$ cat src/rtl/aging_pkg.sv
package aging_pkg;

    typedef enum logic {
        FR_EMPTY    = 1'b0,
        FR_RESIDENT = 1'b1
    } frame_state_e;

endpackage

$ cat src/rtl/aging_idx_decode.sv
module aging_idx_decode #(
    parameter int N_FRAMES = 8,
    parameter int IDX_W    = 3
) (
    input  logic                en,
    input  logic [IDX_W-1:0]    idx,
    output logic [N_FRAMES-1:0] hit
);

    for (genvar g = 0; g < N_FRAMES; g++) begin : g_dec
        assign hit[g] = en && (idx == IDX_W'(g));
    end

endmodule

$ cat src/rtl/aging_cell.sv
module aging_cell
    import aging_pkg::*;
#(
    parameter int AGE_W = 4
) (
    input  logic             clk,
    input  logic             rst_n,
    input  logic             tick,
    input  logic             ref_hit,
    input  logic             load_hit,
    input  logic             evict_hit,
    output logic             resident,
    output logic             stale,
    output logic [AGE_W-1:0] age
);

    localparam logic [AGE_W-1:0] AGE_TOP = {1'b1, {(AGE_W-1){1'b0}}};

    frame_state_e     state_q, state_d;
    logic [AGE_W-1:0] age_q, age_d;

    // State and age register
    always_ff @(posedge clk) begin
        if (!rst_n) begin
            state_q <= FR_EMPTY;
            age_q   <= '0;
        end else begin
            state_q <= state_d;
            age_q   <= age_d;
        end
    end

    // Transitions: LOAD, EVICT, HOLD/AGE
    always_comb begin
        state_d = state_q;
        age_d   = age_q;
        unique case (state_q)
            FR_EMPTY: begin
                if (load_hit) begin
                    state_d = FR_RESIDENT;
                    age_d   = AGE_TOP;
                end
            end
            FR_RESIDENT: begin
                if (load_hit) begin
                    age_d = AGE_TOP;
                end else if (evict_hit) begin
                    state_d = FR_EMPTY;
                    age_d   = '0;
                end else begin
                    if (tick) begin
                        age_d = age_q >> 1;
                    end
                    if (ref_hit) begin
                        age_d[AGE_W-1] = 1'b1;
                    end
                end
            end
            default: begin
                state_d = FR_EMPTY;
                age_d   = '0;
            end
        endcase
    end

    // Outputs
    always_comb begin
        resident = (state_q == FR_RESIDENT);
        stale    = resident && (age_q == '0);
        age      = age_q;
    end

    p_load_top_r2: assert property (@(posedge clk) disable iff (!rst_n)
        load_hit |=> (state_q == FR_RESIDENT) && (age_q == AGE_TOP));

    p_ref_msb_r3: assert property (@(posedge clk) disable iff (!rst_n)
        (state_q == FR_RESIDENT) && ref_hit && !load_hit && !evict_hit
        |=> age_q[AGE_W-1]);

    p_tick_shift_r4: assert property (@(posedge clk) disable iff (!rst_n)
        (state_q == FR_RESIDENT) && tick && !ref_hit && !load_hit && !evict_hit
        |=> age_q == ($past(age_q) >> 1));

    p_empty_hold_r6: assert property (@(posedge clk) disable iff (!rst_n)
        (state_q == FR_EMPTY) && !load_hit
        |=> (state_q == FR_EMPTY) && (age_q == '0));

    p_evict_clear_r7: assert property (@(posedge clk) disable iff (!rst_n)
        (state_q == FR_RESIDENT) && evict_hit && !load_hit
        |=> (state_q == FR_EMPTY) && (age_q == '0));

    p_load_wins_r11: assert property (@(posedge clk) disable iff (!rst_n)
        load_hit && (evict_hit || tick || ref_hit) |=> age_q == AGE_TOP);

endmodule

$ cat src/rtl/aging_victim_sel.sv
module aging_victim_sel #(
    parameter int N_FRAMES = 8,
    parameter int AGE_W    = 4,
    parameter int IDX_W    = 3
) (
    input  logic [N_FRAMES-1:0]       resident,
    input  logic [N_FRAMES*AGE_W-1:0] age_flat,
    output logic [IDX_W-1:0]          victim_idx
);

    localparam int KEY_W = AGE_W + 1;

    logic [KEY_W-1:0] key [N_FRAMES];

    // Key: occupancy above age, so empty frames (age 0) sort first
    for (genvar g = 0; g < N_FRAMES; g++) begin : g_key
        assign key[g] = {resident[g], age_flat[g*AGE_W +: AGE_W]};
    end

    // Strict compare keeps the lowest index on ties
    always_comb begin
        logic [KEY_W-1:0] best_key;
        best_key   = key[0];
        victim_idx = '0;
        for (int i = 1; i < N_FRAMES; i++) begin
            if (key[i] < best_key) begin
                best_key   = key[i];
                victim_idx = IDX_W'(i);
            end
        end
    end

endmodule

$ cat src/rtl/aging_recency_tracker.sv
module aging_recency_tracker #(
    parameter  int N_FRAMES = 8,
    parameter  int AGE_W    = 4,
    localparam int IDX_W    = (N_FRAMES > 1) ? $clog2(N_FRAMES) : 1
) (
    input  logic                      clk,
    input  logic                      rst_n,
    input  logic                      ref_en,
    input  logic [IDX_W-1:0]          ref_idx,
    input  logic                      tick,
    input  logic                      load_en,
    input  logic [IDX_W-1:0]          load_idx,
    input  logic                      evict_en,
    input  logic [IDX_W-1:0]          evict_idx,
    output logic [N_FRAMES-1:0]       resident,
    output logic [N_FRAMES-1:0]       stale,
    output logic [N_FRAMES*AGE_W-1:0] age_flat,
    output logic [IDX_W-1:0]          victim_idx
);

    logic [N_FRAMES-1:0] ref_hit, load_hit, evict_hit;

    aging_idx_decode #(.N_FRAMES(N_FRAMES), .IDX_W(IDX_W)) u_dec_ref (
        .en(ref_en), .idx(ref_idx), .hit(ref_hit));
    aging_idx_decode #(.N_FRAMES(N_FRAMES), .IDX_W(IDX_W)) u_dec_load (
        .en(load_en), .idx(load_idx), .hit(load_hit));
    aging_idx_decode #(.N_FRAMES(N_FRAMES), .IDX_W(IDX_W)) u_dec_evict (
        .en(evict_en), .idx(evict_idx), .hit(evict_hit));

    for (genvar g = 0; g < N_FRAMES; g++) begin : g_frame
        aging_cell #(.AGE_W(AGE_W)) u_cell (
            .clk      (clk),
            .rst_n    (rst_n),
            .tick     (tick),
            .ref_hit  (ref_hit[g]),
            .load_hit (load_hit[g]),
            .evict_hit(evict_hit[g]),
            .resident (resident[g]),
            .stale    (stale[g]),
            .age      (age_flat[g*AGE_W +: AGE_W])
        );
    end

    aging_victim_sel #(.N_FRAMES(N_FRAMES), .AGE_W(AGE_W), .IDX_W(IDX_W)) u_sel (
        .resident  (resident),
        .age_flat  (age_flat),
        .victim_idx(victim_idx)
    );

    p_victim_empty_r8: assert property (@(posedge clk) disable iff (!rst_n)
        (~&resident) |-> !resident[victim_idx]);

    p_stale_resident_r10: assert property (@(posedge clk) disable iff (!rst_n)
        (stale & ~resident) == '0);

    p_evict_visible_r12: assert property (@(posedge clk) disable iff (!rst_n)
        evict_en && !load_en && resident[evict_idx] |=> !resident[$past(evict_idx)]);

endmodule

$ cat config.mk
export PLATFORM = sky130hd
export DESIGN_NAME = aging_recency_tracker
export DESIGN_NICKNAME = d
export VERILOG_FILES = /design/src/rtl/aging_pkg.sv /design/src/rtl/aging_idx_decode.sv /design/src/rtl/aging_cell.sv /design/src/rtl/aging_victim_sel.sv /design/src/rtl/aging_recency_tracker.sv
export SDC_FILE = /design/constraint.sdc
export NUM_CORES = 1
export LEC_CHECK = 0
export ABC_AREA = 1
export BUFFER_PORTS_ARGS = -buffer_cell sky130_fd_sc_hd__buf_2
export CORE_MARGIN = 3
export CORE_UTILIZATION = 55
export CTS_CLUSTER_DIAMETER = 150
export DETAILED_ROUTE_END_ITERATION = 16
export GPL_TIMING_DRIVEN = 0
export PLACE_DENSITY = 0.82
export SLEW_MARGIN = 20
export SYNTH_ARGS = -nofsm -noshare
export SYNTH_HDL_FRONTEND = slang
export SYNTH_SLANG_ARGS = --single-unit
export TNS_END_PERCENT = 30
$ cat constraint.sdc
create_clock -name clk -period 16.6 [get_ports clk]
set_input_delay 2.49 -clock clk [delete_from_list [all_inputs] [get_ports clk]]
set_output_delay 2.49 -clock clk [all_outputs]
set_load 0.005 [all_outputs]
# After elaboration in Yosys (flattened, before gate mapping)
# Cells that the tools add are included.
op_classes:
  n_eq_ne: 45
  mux: 93
  bitwise: 8
  reduce_logical: 59
  n_lt_le_gt_ge: 7
ops:
  columns: ["operator", "n"]
  rows:
  - ["$mux W4", 32]
  - ["$pmux W4 S2", 8]
  - ["$ne A5 B2 Y1 const B", 8]
  - ["$eq A3 B3 Y1 const B", 12]
  - ["$lt A5 B5 Y1", 7]
  - ["$mux W1", 33]
  - ["$logic_and A1 B1 Y1", 32]
  - ["$logic_not A4 Y1", 8]
  - ["$ne A4 B2 Y1 const B", 8]
  - ["$reduce_and A2 Y1", 16]
  - ["$mux W5", 6]
  - ["$eq A3 B2 Y1 const B", 6]
  - ["$ne A2 B1 Y1 const B", 8]
  - ["$pmux W1 S2", 8]
  - ["$mux W3", 4]
  - ["$eq A3 B1 Y1 const B", 3]
  - ["$logic_not A3 Y1", 3]
  - ["$not A1 Y1", 8]
  - ["$mux W2", 2]
totals:
  ff_bits: 40

# Logic depth before layout (Yosys ltp)
# Gate-level depths: netlist (run 1).
logic_depth:
  ltp_word: 14
  mapped_depth: 53
  depth_no_buf: 49

# Hierarchy
# Synthesis (run 1) repeated with hierarchy kept, for this count alone.
unflattened:
  cells_unflattened: 622
  area_unflattened_um2: 3748.6
modules_own_cells:
  columns: ["mod", "area_per_inst_um2", "seq_area_each_um2", "cells_each", "n_inst"]
  rows:
  - ["aging_cell", 275.3, 100.1, 41, 8]
  - ["aging_victim_sel", 1355.0, 0.0, 243, 1]
  - ["aging_idx_decode", 63.8, 0.0, 17, 3]

# Worst setup path after synthesis (run 1)
# No wires, ideal clock.
synth_timing:
  path_kind: "register to output"
  startpoint: "register g_frame[0].u_cell.state_q"
  endpoint: "output victim_idx[0]"
  arrival_ps: 6601
  required_ps: 14110
  slack_ps: 7509
  stages_incl_launch_ff: 49
  cell_sequence: "dfxtp_1 -> inv_1 -> ha_1 -> a21oi_2 -> nand3_2 -> buf_6 -> o21ai_0 -> ha_1 -> nand2_1 -> a21oi_2 -> nand2_2 -> nand2_2 -> buf_6 -> o21ai_0 -> ha_1 -> nand2_1 -> a21oi_2 -> nand2_4 -> (+13 left out) -> nand3_2 -> buf_2 -> nand2_1 -> o21ai_1 -> ha_1 -> a21oi_1 -> nor2_1 -> a211oi_1 -> nand2_1 -> buf_6 -> nand2_1 -> o21ai_1 -> ha_1 -> a21oi_1 -> nor2_1 -> a211oi_1 -> nand2_1 -> nand2_1"
synth_between:
  elab_chain_len: 14
synth_rtl:
  columns: ["element", "line_no", "text"]
  rows:
  - ["from (decl)", "aging_cell.sv:19", "frame_state_e state_q, state_d;"]
  - ["from (signal assigned)", "aging_cell.sv:28", "state_q <= state_d;"]
  - ["$lt A5 B5 Y1", "aging_victim_sel.sv:26", "if (key[i] < best_key) begin"]
  - ["$mux W5", "aging_victim_sel.sv:26", null]
  - ["$lt A5 B5 Y1", "aging_victim_sel.sv:26", null]
  - ["$mux W5", "aging_victim_sel.sv:26", null]
  - ["$lt A5 B5 Y1", "aging_victim_sel.sv:26", null]
  - ["$mux W5", "aging_victim_sel.sv:26", null]
  - ["$lt A5 B5 Y1", "aging_victim_sel.sv:26", null]
  - ["$mux W5", "aging_victim_sel.sv:26", null]
  - ["$lt A5 B5 Y1", "aging_victim_sel.sv:26", null]
  - ["$mux W5", "aging_victim_sel.sv:26", null]
  - ["$lt A5 B5 Y1", "aging_victim_sel.sv:26", null]
  - ["$mux W5", "aging_victim_sel.sv:26", null]
  - ["$lt A5 B5 Y1", "aging_victim_sel.sv:26", null]
  - ["$mux W3 *", "aging_victim_sel.sv:26", null]
  - ["to (decl)", "aging_recency_tracker.sv:18", "output logic [IDX_W-1:0] victim_idx"]
# Every way passes the cells marked *; elsewhere a longest branch is shown, timed or not.

# Final worst setup path (run 1)
layout_timing:
  startpoint: "register g_frame[0].u_cell.state_q"
  endpoint: "output victim_idx[1]"
layout_between:
  elab_chain_len: 14
layout_rtl:
  columns: ["element", "line_no"]
  rows:
  - ["$lt A5 B5 Y1", "aging_victim_sel.sv:26"]
  - ["$mux W5 *", "aging_victim_sel.sv:26"]
  - ["$lt A5 B5 Y1", "aging_victim_sel.sv:26"]
  - ["$mux W5", "aging_victim_sel.sv:26"]
  - ["$lt A5 B5 Y1", "aging_victim_sel.sv:26"]
  - ["$mux W5", "aging_victim_sel.sv:26"]
  - ["$lt A5 B5 Y1", "aging_victim_sel.sv:26"]
  - ["$mux W5", "aging_victim_sel.sv:26"]
  - ["$lt A5 B5 Y1", "aging_victim_sel.sv:26"]
  - ["$mux W5", "aging_victim_sel.sv:26"]
  - ["$lt A5 B5 Y1", "aging_victim_sel.sv:26"]
  - ["$mux W5", "aging_victim_sel.sv:26"]
  - ["$lt A5 B5 Y1", "aging_victim_sel.sv:26"]
  - ["$mux W3 *", "aging_victim_sel.sv:26"]
# Marks and branches as above.

==> flow_summary.json, run 1 <==
{
  "clkPwrFrac_pct": 10.5,
  "slew_headroom_pct": 56.59,
  "grt_start_max_net_pins": 13,
  "worstPathRequired_ns": 14.11,
  "layout_common_cells": "nand2_1, inv_1, buf_2",
  "layout_min_cycle_time_ns": 10.65,
  "core.rowCount": 27,
  "cts_setup_buffers": 0,
  "overflow": 0,
  "hold_depth": 2,
  "dp_hpwl_um": 7355,
  "drive_gt1_share_pct": 20.87,
  "max_stage_delay_ns": 0.46,
  "setup_tns_ns": 0,
  "swShare_pct": 53.00,
  "outcome": "completed",
  "synth_edf_count": 0,
  "clock-root-buffer": "clkbuf_8",
  "finalClockSkew_ns": 0.01006,
  "die_w_um": 84.58,
  "max_clock_freq_mhz": 93.92,
  "antennaDiodeCount": 0,
  "syn-mean-instance-area_sq_um": 6.231,
  "met2_usage_pct": 44.41,
  "p_int_uw": 316.3,
  "ios": 66,
  "clk_latency_ns": 0.30,
  "via_count": 3802,
  "fillerInstances": 545,
  "cp_top_family": "compound AO/OA/AOI/OAI gates",
  "synthArstFlopShare_pct": 0,
  "cp_common_cell": "nand2_1",
  "wl_per_cell_um": 13.37,
  "drc_errors": 0,
  "netlist_instances": 545,
  "coreArea_sq_um": 5743,
  "synth_seq_area_share_pct": 23.58,
  "grt_pass1_vias": 3373,
  "clock-sinks": 40,
  "setup_viol": 0,
  "drtAntennaViolNets": 0,
  "dr.first_iter.drc_count": 242,
  "drv_slew": 0,
  "power.density_nw_per_um2": 172.4,
  "clk_pin_slew_ns": 0.08,
  "p_seq_share_pct": 15.5,
  "critPathBufInv": 6,
  "grt_first_pass_wirelength_um": 15310,
  "syn-cell-area_sq_um": 3396,
  "min_path_type": "flop to flop",
  "maxCapViolCount": 0,
  "finalHoldViolations": 0,
  "cp.arrival_ns": 8.16,
  "clockBufferDepth": 2,
  "final_common_cell": "nand2_1",
  "stdcell_area_sq_um": 3904,
  "die_y_um": 84.58,
  "worst-path-stages": 47,
  "drt_wl_total_um": 9224,
  "busiest_layer": "met2",
  "ff2ff_path_depth": 4,
  "p_leak_nw": 1.920,
  "firstDrtPassIters": 8,
  "cts_hold_buf": 0,
  "h-tree-depth": 2,
  "switching_power_uw": 356.8,
  "cts_tree": "built",
  "cts_buffers": 5,
  "gr-usage-met3_pct": 2.453,
  "p_comb_share_pct": 74.0,
  "antenna_found_initial": 0,
  "synth_cell_types": 31,
  "max_slew.worst_pin.slew_ns": 0.6512,
  "peakVddDrop_uv": 179.3,
  "crit_type": "flop to primary output",
  "min_period_over_period_pct": 64.14,
  "post_cts_resized": 0,
  "routabilityCongestion": 0.9375,
  "nNetsFinal": 650,
  "dieArea_sq_um": 7153,
  "portBuffers": 65,
  "place_area_sq_um": 3811,
  "start_util_pct": 59.13,
  "ys_ff_latch": 40,
  "startpoint_type": "flop",
  "viasPerCell": 5.510,
  "synth_nets": 578,
  "rsz0062_at_grt": "no",
  "met1_usage_pct": 33.94,
  "track_usage_pct": 25.70,
  "synth_flop_cell": "dfxtp_1",
  "end_kind": "primary output",
  "crit_slowest_cell": "dfxtp_1",
  "critical_path.max_fanout": 10,
  "synth-warning-count": 0,
  "syn2layout_area_growth_pct": 14.96
}
[worst min-delay path: stages (launching register included)]
cell and delay (ns):
dfxtp_1 0.33, nand2_1 0.07, a21oi_1 0.05
[synth_stat cells (all sizes together) (9+ instances only)]
| cell type | instances | area share [%] |
|---|---|---|
| nand4 | 10 | 1.8 |
| buf | 20 | 4.7 |
| a31oi | 15 | 2.8 |
| nor2 | 66 | 8.0 |
| o21ai | 33 | 4.9 |
| inv | 79 | 8.7 |
| a211oi | 18 | 4.0 |
| nand2 | 140 | 18 |
| a21oi | 38 | 5.9 |
| dfxtp | 40 | 24 |
| nor3 | 9 | 1.3 |
| ha | 18 | 6.6 |
| nand3 | 47 | 7.9 |
[registers in the layout, indices dropped and copies added, names as in the netlist]
name / cells
g_frame.u_cell.age: 32
g_frame.u_cell.resident: 8
[power groups by stage]
| stage | Combinational [mW] | Clock, mW | Sequential [mW] |
|---|---|---|---|
| finish | 0.498 | 0.0704 | 0.104 |
| global placement | 0.480 | 0 | 0.106 |
| CTS | 0.499 | 0.0706 | 0.104 |
| global route | 0.572 | 0.0738 | 0.105 |
| floorplan | 0.387 | 0 | 0.106 |
| detailed placement | 0.494 | 0 | 0.107 |
[path summary, 6_finish.rpt]
path / from / to / slack, ns
hold reg to reg: g_frame[7].u_cell.age[0] / g_frame[7].u_cell.age[0] / 0.49
setup / recovery: g_frame[0].u_cell.resident / victim_idx[1] / 5.95
setup reg to reg: g_frame[0].u_cell.resident / g_frame[0].u_cell.age[3] / 15.13
hold / removal: g_frame[7].u_cell.age[0] / g_frame[7].u_cell.age[0] / 0.49
[cell families after synthesis]
group                      after synthesis  share of synthesized area, %
and+or+nand+nor                        275                         37.36
AOI/OAI and AO/OA                      108                         18.46
adders and majority gates               18                         6.632
DFF                                     40                         23.58
buffers and inverters                  104                         13.96
[per-layer routing]
layer	share of wire, %	wire length [um]
met1	45	4126
met2	47	4302
met3	6.6	609
met4	2.0	185
met5	0	0
[metrics by stage]
step / util [%] / total power, mW / hold WS [ns] / setup slack, ns / cells
5_1_grt: 67.97 / 0.7509 / 0.5155 / 5.055 / 690
3_5_place_dp: 66.36 / 0.6005 / 0.4902 / 6.344 / 682
6_report: 67.97 / 0.6731 / 0.4944 / 5.952 / 690
3_3_place_gp: 66.36 / 0.5866 / 0.4784 / 6.453 / 682
4_1_cts: 67.97 / 0.6737 / 0.5019 / 5.953 / 690
2_1_floorplan: - / 0.4925 / 0.4726 / 7.509 / 545
[layout make-up]
class | instances | area, sq um | area share [%]
Buffer | 23 | 170.2 | 4.359
Clock buffer | 6 | 82.58 | 2.115
Clock inverter | 2 | 10.01 | 0.2564
Inverter | 81 | 304.0 | 7.788
Multi-Input combinational cell | 401 | 2121 | 54.33
Sequential cell | 40 | 800.8 | 20.51
Tap cell | 72 | 90.09 | 2.308
Timing Repair Buffer | 65 | 325.3 | 8.333
Power figures use the tool's default switching activity.
==> run 2: changes to the inputs <==
--- a/config.mk
+++ b/config.mk
@@ -8,11 +8,11 @@
 export ABC_AREA = 1
 export BUFFER_PORTS_ARGS = -buffer_cell sky130_fd_sc_hd__buf_2
 export CORE_MARGIN = 3
-export CORE_UTILIZATION = 55
+export CORE_UTILIZATION = 51
 export CTS_CLUSTER_DIAMETER = 150
 export DETAILED_ROUTE_END_ITERATION = 16
 export GPL_TIMING_DRIVEN = 0
-export PLACE_DENSITY = 0.82
+export PLACE_DENSITY = 0.8
 export SLEW_MARGIN = 20
 export SYNTH_ARGS = -nofsm -noshare
 export SYNTH_HDL_FRONTEND = slang
==> constraint.sdc (replaced) <==
create_clock -name clk -period 9.47 [get_ports clk]
set_input_delay 1.4205 -clock clk [delete_from_list [all_inputs] [get_ports clk]]
set_output_delay 1.4205 -clock clk [all_outputs]
set_load 0.005 [all_outputs]
==> flow_summary.json, run 2 (synthesis gave the netlist of run 1 again) <==
{
  "outcome": "completed",
  "crit_type": "flop to primary output",
  "dp_hpwl_um": 7431,
  "die_w_um": 87.60,
  "final_common_cell": "nand2_1",
  "clockBufferDepth": 2,
  "max_stage_delay_ns": 0.39,
  "die_y_um": 87.60,
  "hold_depth": 2,
  "drive_gt1_share_pct": 21.88,
  "p_leak_nw": 1.919,
  "dr_wl_met3_um": 492,
  "crit_path_start": "g_frame[0].u_cell.resident",
  "track_usage_pct": 24.45,
  "clk_latency_ns": 0.29,
  "setup_viol": 0,
  "ios": 66,
  "min_period_over_period_pct": 93.26,
  "portBuffers": 65,
  "clock-root-buffer": "clkbuf_8",
  "rsz0062_at_grt": "no",
  "overflow": 0,
  "ff2ff_setup_slack_ns": 8.04,
  "dieArea_sq_um": 7674,
  "largest_reg_flops": 32,
  "h-tree-depth": 2,
  "finalHoldViolations": 0,
  "firstDrtPassIters": 4,
  "stdcell_area_sq_um": 3940,
  "top_layer": "met4",
  "antenna_found_initial": 0,
  "layout_setup_ws_ns": 0.6383,
  "power.density_nw_per_um2": 308.7,
  "critPathBufInv": 5,
  "critical_path.max_fanout": 11,
  "slew_headroom_pct": 58.55,
  "nNetsFinal": 649,
  "syn2layout_area_growth_pct": 16.03,
  "drt_wl_total_um": 9295,
  "cts_buffers": 5,
  "setup_tns_ns": 0,
  "post-place-ws_ns": 0.2482,
  "grt_start_max_net_pins": 12,
  "dr.first_iter.drc_count": 227,
  "clock-sinks": 40,
  "viasPerCell": 5.484,
  "r2r-end": "g_frame[0].u_cell.age[3]",
  "cts_setup_buffers": 0,
  "routabilityCongestion": 0.9182,
  "start_util_pct": 53.17,
  "grt_pass1_vias": 3405,
  "core.rowCount": 29,
  "layout_common_cells": "nand2_1, inv_1, buf_2",
  "whs_ns": 0.4925,
  "maxCapViolCount": 0,
  "utilization_pct": 61.70,
  "clk_pin_slew_ns": 0.08,
  "min_path_type": "flop to flop",
  "whs_endpoint": "g_frame[7].u_cell.age[0]",
  "startpoint_type": "flop",
  "r2r_start": "g_frame[0].u_cell.resident",
  "coreArea_sq_um": 6386,
  "cp.arrival_ns": 7.41,
  "drv_slew": 0,
  "drc_errors": 0,
  "crit_slowest_cell": "dfxtp_4",
  "peakVddDrop_uv": 271.7,
  "grt_first_pass_wirelength_um": 15280,
  "fillerInstances": 607,
  "wl_met2_um": 4218,
  "end_kind": "primary output",
  "ff2ff_path_depth": 4,
  "place_area_sq_um": 3817,
  "layout_min_cycle_time_ns": 8.832,
  "worstPathRequired_ns": 8.05,
  "wl_met1_um": 4387,
  "max_clock_freq_mhz": 113.2,
  "multi_input_area_sq_um": 2152,
  "via_count": 3806,
  "cp_common_cell": "nand2_1",
  "cts_tree": "built",
  "antennaDiodeCount": 0,
  "max_slew.worst_pin.slew_ns": 0.6217,
  "drtAntennaViolNets": 0,
  "cp_top_family": "simple AND/OR/NAND/NOR gates",
  "min_from": "g_frame[7].u_cell.age[0]",
  "finalClockSkew_ns": 0.008529,
  "wl_per_cell_um": 13.39,
  "seq_area_sq_um": 807.0,
  "cts_hold_buf": 0
}
-- run 2: changes by cell type in the layout (fill, tap and decap cells not counted), moves of 2 or more --
cell      previous run  this run
o21ai_2              0         5
clkinv_2             2         0
o21ai_0             25        19
dfxtp_1             40        37
dfxtp_2              0         2
clkbuf_1             3         5
-- run 2: final cells by class --
class / count / share of cell area, %
Buffer: 22 / 4.192
Clock buffer: 8 / 2.286
Inverter: 81 / 7.717
Multi-Input combinational cell: 401 / 54.62
Sequential cell: 40 / 20.48
Tap cell: 77 / 2.445
Timing Repair Buffer: 65 / 8.257
-- run 2: worst reg2reg max path, cell delays in order (launching register included) --
cell	delay, ns
dfxtp_4	0.37
a21oi_1	0.48
o21ai_0	0.22
o21ai_0	0.19
a31oi_1	0.05
-- run 2: metrics by stage --
stage	power, mW	cells
final	1.216	694
after global routing	1.348	694
after CTS	1.180	695
after detailed placement	1.054	687
after global placement	1.023	687
after floorplan	0.8633	545
-- run 2: worst max-delay path by stage --
stage	end	slack (ns)	cells after the start
after global placement	victim_idx[1]	0.41	47
after CTS	victim_idx[2]	0.05	49
after floorplan	victim_idx[0]	1.45	48
after global routing	victim_idx[0]	0.02	53
final	victim_idx[2]	0.64	50
after detailed placement	victim_idx[1]	0.25	47
-- run 2: routing by layer --
layer / vias to the layer above / GRT usage, %
li1: 1936 / -
met4: 0 / 9.763
met2: 127 / 39.59
met3: 19 / 2.540
met1: 1724 / 33.30
met5: - / 0
-- run 2: power breakdown --
group,switching [mW],internal (mW),leakage [nW]
combinational,0.578,0.334,1.55
clock,0.0608,0.0596,0.0455
sequential,0.00922,0.174,0.326
-- run 2: timing repair --
action,in CTS,in global routing
endpoints found under the setup margin,3,3
gates resized for setup,2,15
pin swaps,0,1
